==> config.mk <==
export PLATFORM = sky130hd
export DESIGN_NAME = dual_mode_serializer
export DESIGN_NICKNAME = d
export VERILOG_FILES = /design/src/rtl/ser_pkg.sv /design/src/rtl/ser_capture.sv /design/src/rtl/ser_shifter.sv /design/src/rtl/ser_line_gate.sv /design/src/rtl/dual_mode_serializer.sv
export SDC_FILE = /design/constraint.sdc
export NUM_CORES = 1
export LEC_CHECK = 0
export BUFFER_PORTS_ARGS = -buffer_cell sky130_fd_sc_hd__clkbuf_2
export CAP_MARGIN = 15
export CORE_MARGIN = 2
export CORE_UTILIZATION = 53
export DETAILED_ROUTE_END_ITERATION = 10
export PLACE_DENSITY = 0.76
export SYNTH_ARGS = -nofsm -noshare
export SYNTH_HDL_FRONTEND = slang
export SYNTH_SLANG_ARGS = --single-unit
==> constraint.sdc <==
create_clock -name clk -period 1.4 [get_ports clk]
set_input_delay 0.28 -clock clk [delete_from_list [all_inputs] [get_ports clk]]
set_output_delay 0.28 -clock clk [all_outputs]
set_load 0.02 [all_outputs]
==> src/rtl/ser_pkg.sv <==
package ser_pkg;
  typedef enum logic {
    CAP_FULL  = 1'b0,
    CAP_SPLIT = 1'b1
  } cap_mode_e;
endpackage

==> src/rtl/ser_capture.sv <==
module ser_capture import ser_pkg::*; #(
  parameter int WORD_W = 10
) (
  input  logic              clk,
  input  logic              rst_n,
  input  logic              ref_rise,
  input  logic              ref_fall,
  input  logic              mode_sel,
  input  logic [WORD_W-1:0] par_in,
  output logic [WORD_W-1:0] word_q,
  output logic              word_done
);
  localparam int HALF_W = WORD_W / 2;

  function automatic logic [WORD_W-1:0] join_halves(input logic [HALF_W-1:0] hi,
                                                    input logic [HALF_W-1:0] lo);
    return {hi, lo};
  endfunction

  cap_mode_e         mode_q;
  logic [HALF_W-1:0] upper_q;
  logic              rise_full, rise_split, fall_split;

  assign rise_full  = ref_rise && (mode_sel == CAP_FULL);
  assign rise_split = ref_rise && (mode_sel == CAP_SPLIT);
  assign fall_split = ref_fall && !ref_rise && (mode_q == CAP_SPLIT);

  always_ff @(posedge clk) begin
    if (!rst_n) begin
      mode_q    <= CAP_FULL;
      upper_q   <= '0;
      word_q    <= '0;
      word_done <= 1'b0;
    end else begin
      word_done <= rise_full || fall_split;
      if (ref_rise) mode_q <= cap_mode_e'(mode_sel);
      if (rise_split) upper_q <= par_in[HALF_W-1:0];
      if (rise_full) word_q <= par_in;
      else if (fall_split) word_q <= join_halves(upper_q, par_in[HALF_W-1:0]);
    end
  end

  assert_split_low_half_R5: assert property (@(posedge clk) disable iff (!rst_n)
    fall_split |=> word_q[HALF_W-1:0] == $past(par_in[HALF_W-1:0]));
  assert_mode_held_R6: assert property (@(posedge clk) disable iff (!rst_n)
    !ref_rise |=> $stable(mode_q));
  assert_done_needs_edge_R9: assert property (@(posedge clk) disable iff (!rst_n)
    (ref_fall && !ref_rise && mode_q == CAP_FULL) |=> !word_done);
endmodule

==> src/rtl/ser_shifter.sv <==
module ser_shifter #(
  parameter int WORD_W = 10
) (
  input  logic              clk,
  input  logic              rst_n,
  input  logic              load,
  input  logic [WORD_W-1:0] load_word,
  output logic              bit_out
);
  logic [WORD_W-1:0] shreg, shift_nxt;

  for (genvar i = 0; i < WORD_W; i++) begin : g_lane
    if (i == WORD_W - 1) begin : g_top
      assign shift_nxt[i] = 1'b0;
    end else begin : g_mid
      assign shift_nxt[i] = shreg[i+1];
    end
  end

  always_ff @(posedge clk) begin
    if (!rst_n) shreg <= '0;
    else if (load) shreg <= load_word;
    else shreg <= shift_nxt;
  end

  assign bit_out = shreg[0];

  assert_first_bit_R3: assert property (@(posedge clk) disable iff (!rst_n)
    load |=> bit_out == $past(load_word[0]));
  assert_zero_fill_R8: assert property (@(posedge clk) disable iff (!rst_n)
    !load |=> shreg[WORD_W-1] == 1'b0);
endmodule

==> src/rtl/ser_line_gate.sv <==
module ser_line_gate (
  input  logic data_bit,
  input  logic loop_en,
  output logic ser_out,
  output logic ser_oe
);
  assign ser_oe  = !loop_en;
  assign ser_out = data_bit && !loop_en;
endmodule

==> src/rtl/dual_mode_serializer.sv <==
module dual_mode_serializer #(
  parameter int WORD_W = 10
) (
  input  logic              clk,
  input  logic              rst_n,
  input  logic              ref_rise,
  input  logic              ref_fall,
  input  logic              mode_sel,
  input  logic [WORD_W-1:0] par_in,
  input  logic              loop_en,
  output logic              ser_out,
  output logic              ser_oe
);
  logic [WORD_W-1:0] cap_word;
  logic              cap_done;
  logic              shift_bit;
  logic              ever_loaded;

  ser_capture #(.WORD_W(WORD_W)) i_capture (
    .clk(clk), .rst_n(rst_n), .ref_rise(ref_rise), .ref_fall(ref_fall),
    .mode_sel(mode_sel), .par_in(par_in), .word_q(cap_word), .word_done(cap_done)
  );

  ser_shifter #(.WORD_W(WORD_W)) i_shifter (
    .clk(clk), .rst_n(rst_n), .load(cap_done), .load_word(cap_word), .bit_out(shift_bit)
  );

  ser_line_gate i_gate (
    .data_bit(shift_bit), .loop_en(loop_en), .ser_out(ser_out), .ser_oe(ser_oe)
  );

  always_ff @(posedge clk) begin
    if (!rst_n) ever_loaded <= 1'b0;
    else if (cap_done) ever_loaded <= 1'b1;
  end

  assert_idle_low_R1: assert property (@(posedge clk) disable iff (!rst_n)
    !ever_loaded |-> !ser_out);
  assert_loop_quiet_R7: assert property (@(posedge clk) disable iff (!rst_n)
    loop_en |-> (!ser_out && !ser_oe));
  assert_full_capture_R2: assert property (@(posedge clk) disable iff (!rst_n)
    (ref_rise && !mode_sel) |=> (cap_done && cap_word == $past(par_in)));
endmodule

==> results by group <==
Status
  • Outcome: completed

Placement
  • Post-placement cell count: 152
  • Port Buffer Count: 17
  • Placed wire-length estimate: 1345 um
  • Final RePlAce weighted congestion: 0.7212

Synthesis
  • Synth cell types: 18
  • Share of the synthesized area in the top cell type: 0.5059
  • Synthesized flop and latch total: 27
  • Syn Nets: 129
  • Cells after Synth: 113
  • Syn Area/Cell: 9.456 um2
  • Top area cells in the synthesized netlist: dfxtp_1 51%, mux2i_1 13%, nor2b_1 6.4%
  • Yosys top cell by area: dfxtp_1
  • Synthesis Warnings: 0
  • Seq/Total Area, Yosys: 0.5059
  • Netlist Area Pre-Place: 1069 um2

Clock tree
  • H-tree level count: 1
  • Cts repair resizes: 0
  • CTS Hold Bufs: 0
  • Clock Tree Buf Depth: 2
  • Sink Count: 27
  • Worst-path clk slew: 150 ps
  • TritonCTS buffer count: 3
  • Worst-skew pair later-pin latency: 330 ps
  • CTS tree: yes
  • Post-CTS setup buffer count: 0
  • CTS root buf: clkbuf_4

Setup path
  • Reg2reg start: i_capture.mode_q$_SDFFE_PN0P_
  • Type of origin of the critical path: flop
  • Setup slack, reg-to-reg: 270 ps
  • Worst path slowest cell: dfxtp_1
  • CP endpoint kind: primary output
  • Critical path buffer and inverter count: 1
  • Worst path required time: 1120 ps
  • CP delay by family, top: flip-flops
  • Slowest stage delay, CP: 330 ps
  • Worst path cell trace: nor2b_1 > clkbuf_2
  • Worst Setup SP: i_shifter.shreg[0]$_SDFF_PN0_
  • Crit path max fanout: 1
  • WP data arrival: 940 ps
  • Setup CP Type: flop to primary output

STA
  • Fmax: 822.1 MHz
  • Final Cycle Share: 0.8688
  • Worst rel slew slack: 0.6842
  • Slew of the pin with the lowest slew margin: 473.7 ps
  • Min cycle time layout: 1216 ps
  • Number of setup violations in the final report: 0
  • RSZ-0062 raised after global routing: no
  • Setup TNS: 0 ps
  • Max-slew violation total from the final report: 0
  • Worst hold margin: 174.2 ps
  • Hold Vio Cnt, Final: 0
  • Setup Skew: 11.36 ps

Hold path
  • Worst hold-check path type: primary input to flop
  • Min-delay src: par_in[3]

Route
  • Final antenna-violating net count: 0
  • Drc violations: 0
  • Vias per cell: 5.051
  • Final wirelength: 1746 um
  • DRT Pass-1 Iters: 4
  • Starting DRT DRC Count: 15
  • Via Count: 788
  • Drt wl/cell: 11.19 um

Global route
  • Grt total ovfl: 0
  • Largest net degree at the start of global routing: 33
  • Initial antenna violation count: 0
  • Total GRT Usage: 0.1738
  • First-pass GRT wire length: 3194 um
  • Vias in the first global route: 719

Pwr
  • PwrDens: 1075 nW/um2
  • Maximum VDD drop: 672.4 uV
  • P_leak: 0.4996 nW
  • Switching power: 0.0003115 W
  • Pint: 0.0009739 W
  • Clock power frac: 0.259
  • Reg power frac: 0.637
  • PnR Total Power: 0.001285 W
  • Sw frac: 0.2423
  • Part of the power in combinational logic: 0.104

Run
  • Max-cap violations: 0

Floorplanning
  • Die footprint: 2391 um2
  • Rows: 16
  • Die height: 48.90 um
  • Die width: 48.90 um
  • Num ports: 18
  • Initial Utilization: 0.5560
  • Core footprint: 1922 um2

Layout
  • Commonest cells after routing, fill and taps aside: 27 x dfxtp_1, 17 x clkbuf_2, 16 x nand2_1
  • Final non-filler cell total: 156
  • Final nets: 146
  • Synthesis-to-finish area growth: 11.94%
  • Final core occ: 0.6224
  • Antenna cells: 0
  • Commonest non-fill, non-tap cell in the layout: dfxtp_1
  • Fraction of layout cells with a size suffix above 1: 0.1860
## routing by layer
metal,part of all wire,vias to the layer above,GRT usage
met4,0.0074,0,0.07143
met1,0.46,360,0.2200
met2,0.49,12,0.2877
met5,0,-,0
li1,-,414,-
met3,0.038,2,0.03681
## worst paths after layout
path	endpoint	cells after the start
setup / recovery	ser_out	2
hold / removal	i_capture.word_q[3]$_SDFFE_PN0P_	3
setup reg to reg	i_capture.word_q[6]$_SDFFE_PN0P_	3
hold reg to reg	i_capture.upper_q[0]$_SDFFE_PN0P_	2
## through the flow
stage | worst slack [ps] | cell area [um2]
6_report | 183.6 | 1196
5_1_grt | 114.0 | 1196
4_1_cts | 172.2 | 1196
3_5_place_dp | 128.2 | 1169
3_3_place_gp | 208.9 | 1169
2_1_floorplan | 381.9 | 1069
## state kept, by name, summed over array words and instances, names as in the netlist
register and flops:
i_capture.word_q 10, i_shifter.shreg 10, i_capture.mode_q 1, i_capture.word_done 1
i_capture.upper_q 5
## Yosys cell counts
library cell   n
nor3_1        10
inv_1          1
and3_1         1
nand3_1        5
buf_2          3
dfxtp_1       27
nand3b_1       1
nand2_1       16
a21boi_0       6
and3b_1        1
clkbuf_1       3
nor2b_1       11
and2b_4        1
o21ai_0        5
nand2b_1       2
mux2i_1       14
nor2_1         5
nor2_8         1
## tightest hold or removal path, delay by kind of cell
family        cells  cell delay, ps
buf+inv           1              90
simple gates      1              50
mux               1              50
## cell type report
class,count,area (um2)
Tap cell,27,33.78
Timing Repair Buffer,18,92.59
Inverter,1,3.754
Fill cell,186,725.7
Sequential cell,27,540.5
Clock buffer,3,22.52
Multi-Input combinational cell,79,498.0
Clock inverter,1,5.005
## kinds of logic after synthesis
family / synth area share
simple gates: 0.2693
flops: 0.5059
mux: 0.1311
buf+inv: 0.02809
compound gates: 0.06557
## power groups by stage
stage	clock network (W)	logic, W	registers, W
detailed placement	0	0.000136	0.000836
floorplan	0	0.0000953	0.000830
finish	0.000333	0.000134	0.000819
global route	0.000375	0.000153	0.000823
global placement	0	0.000131	0.000835
CTS	0.000345	0.000136	0.000819
No activity file was read; power rests on OpenSTA's default activity.
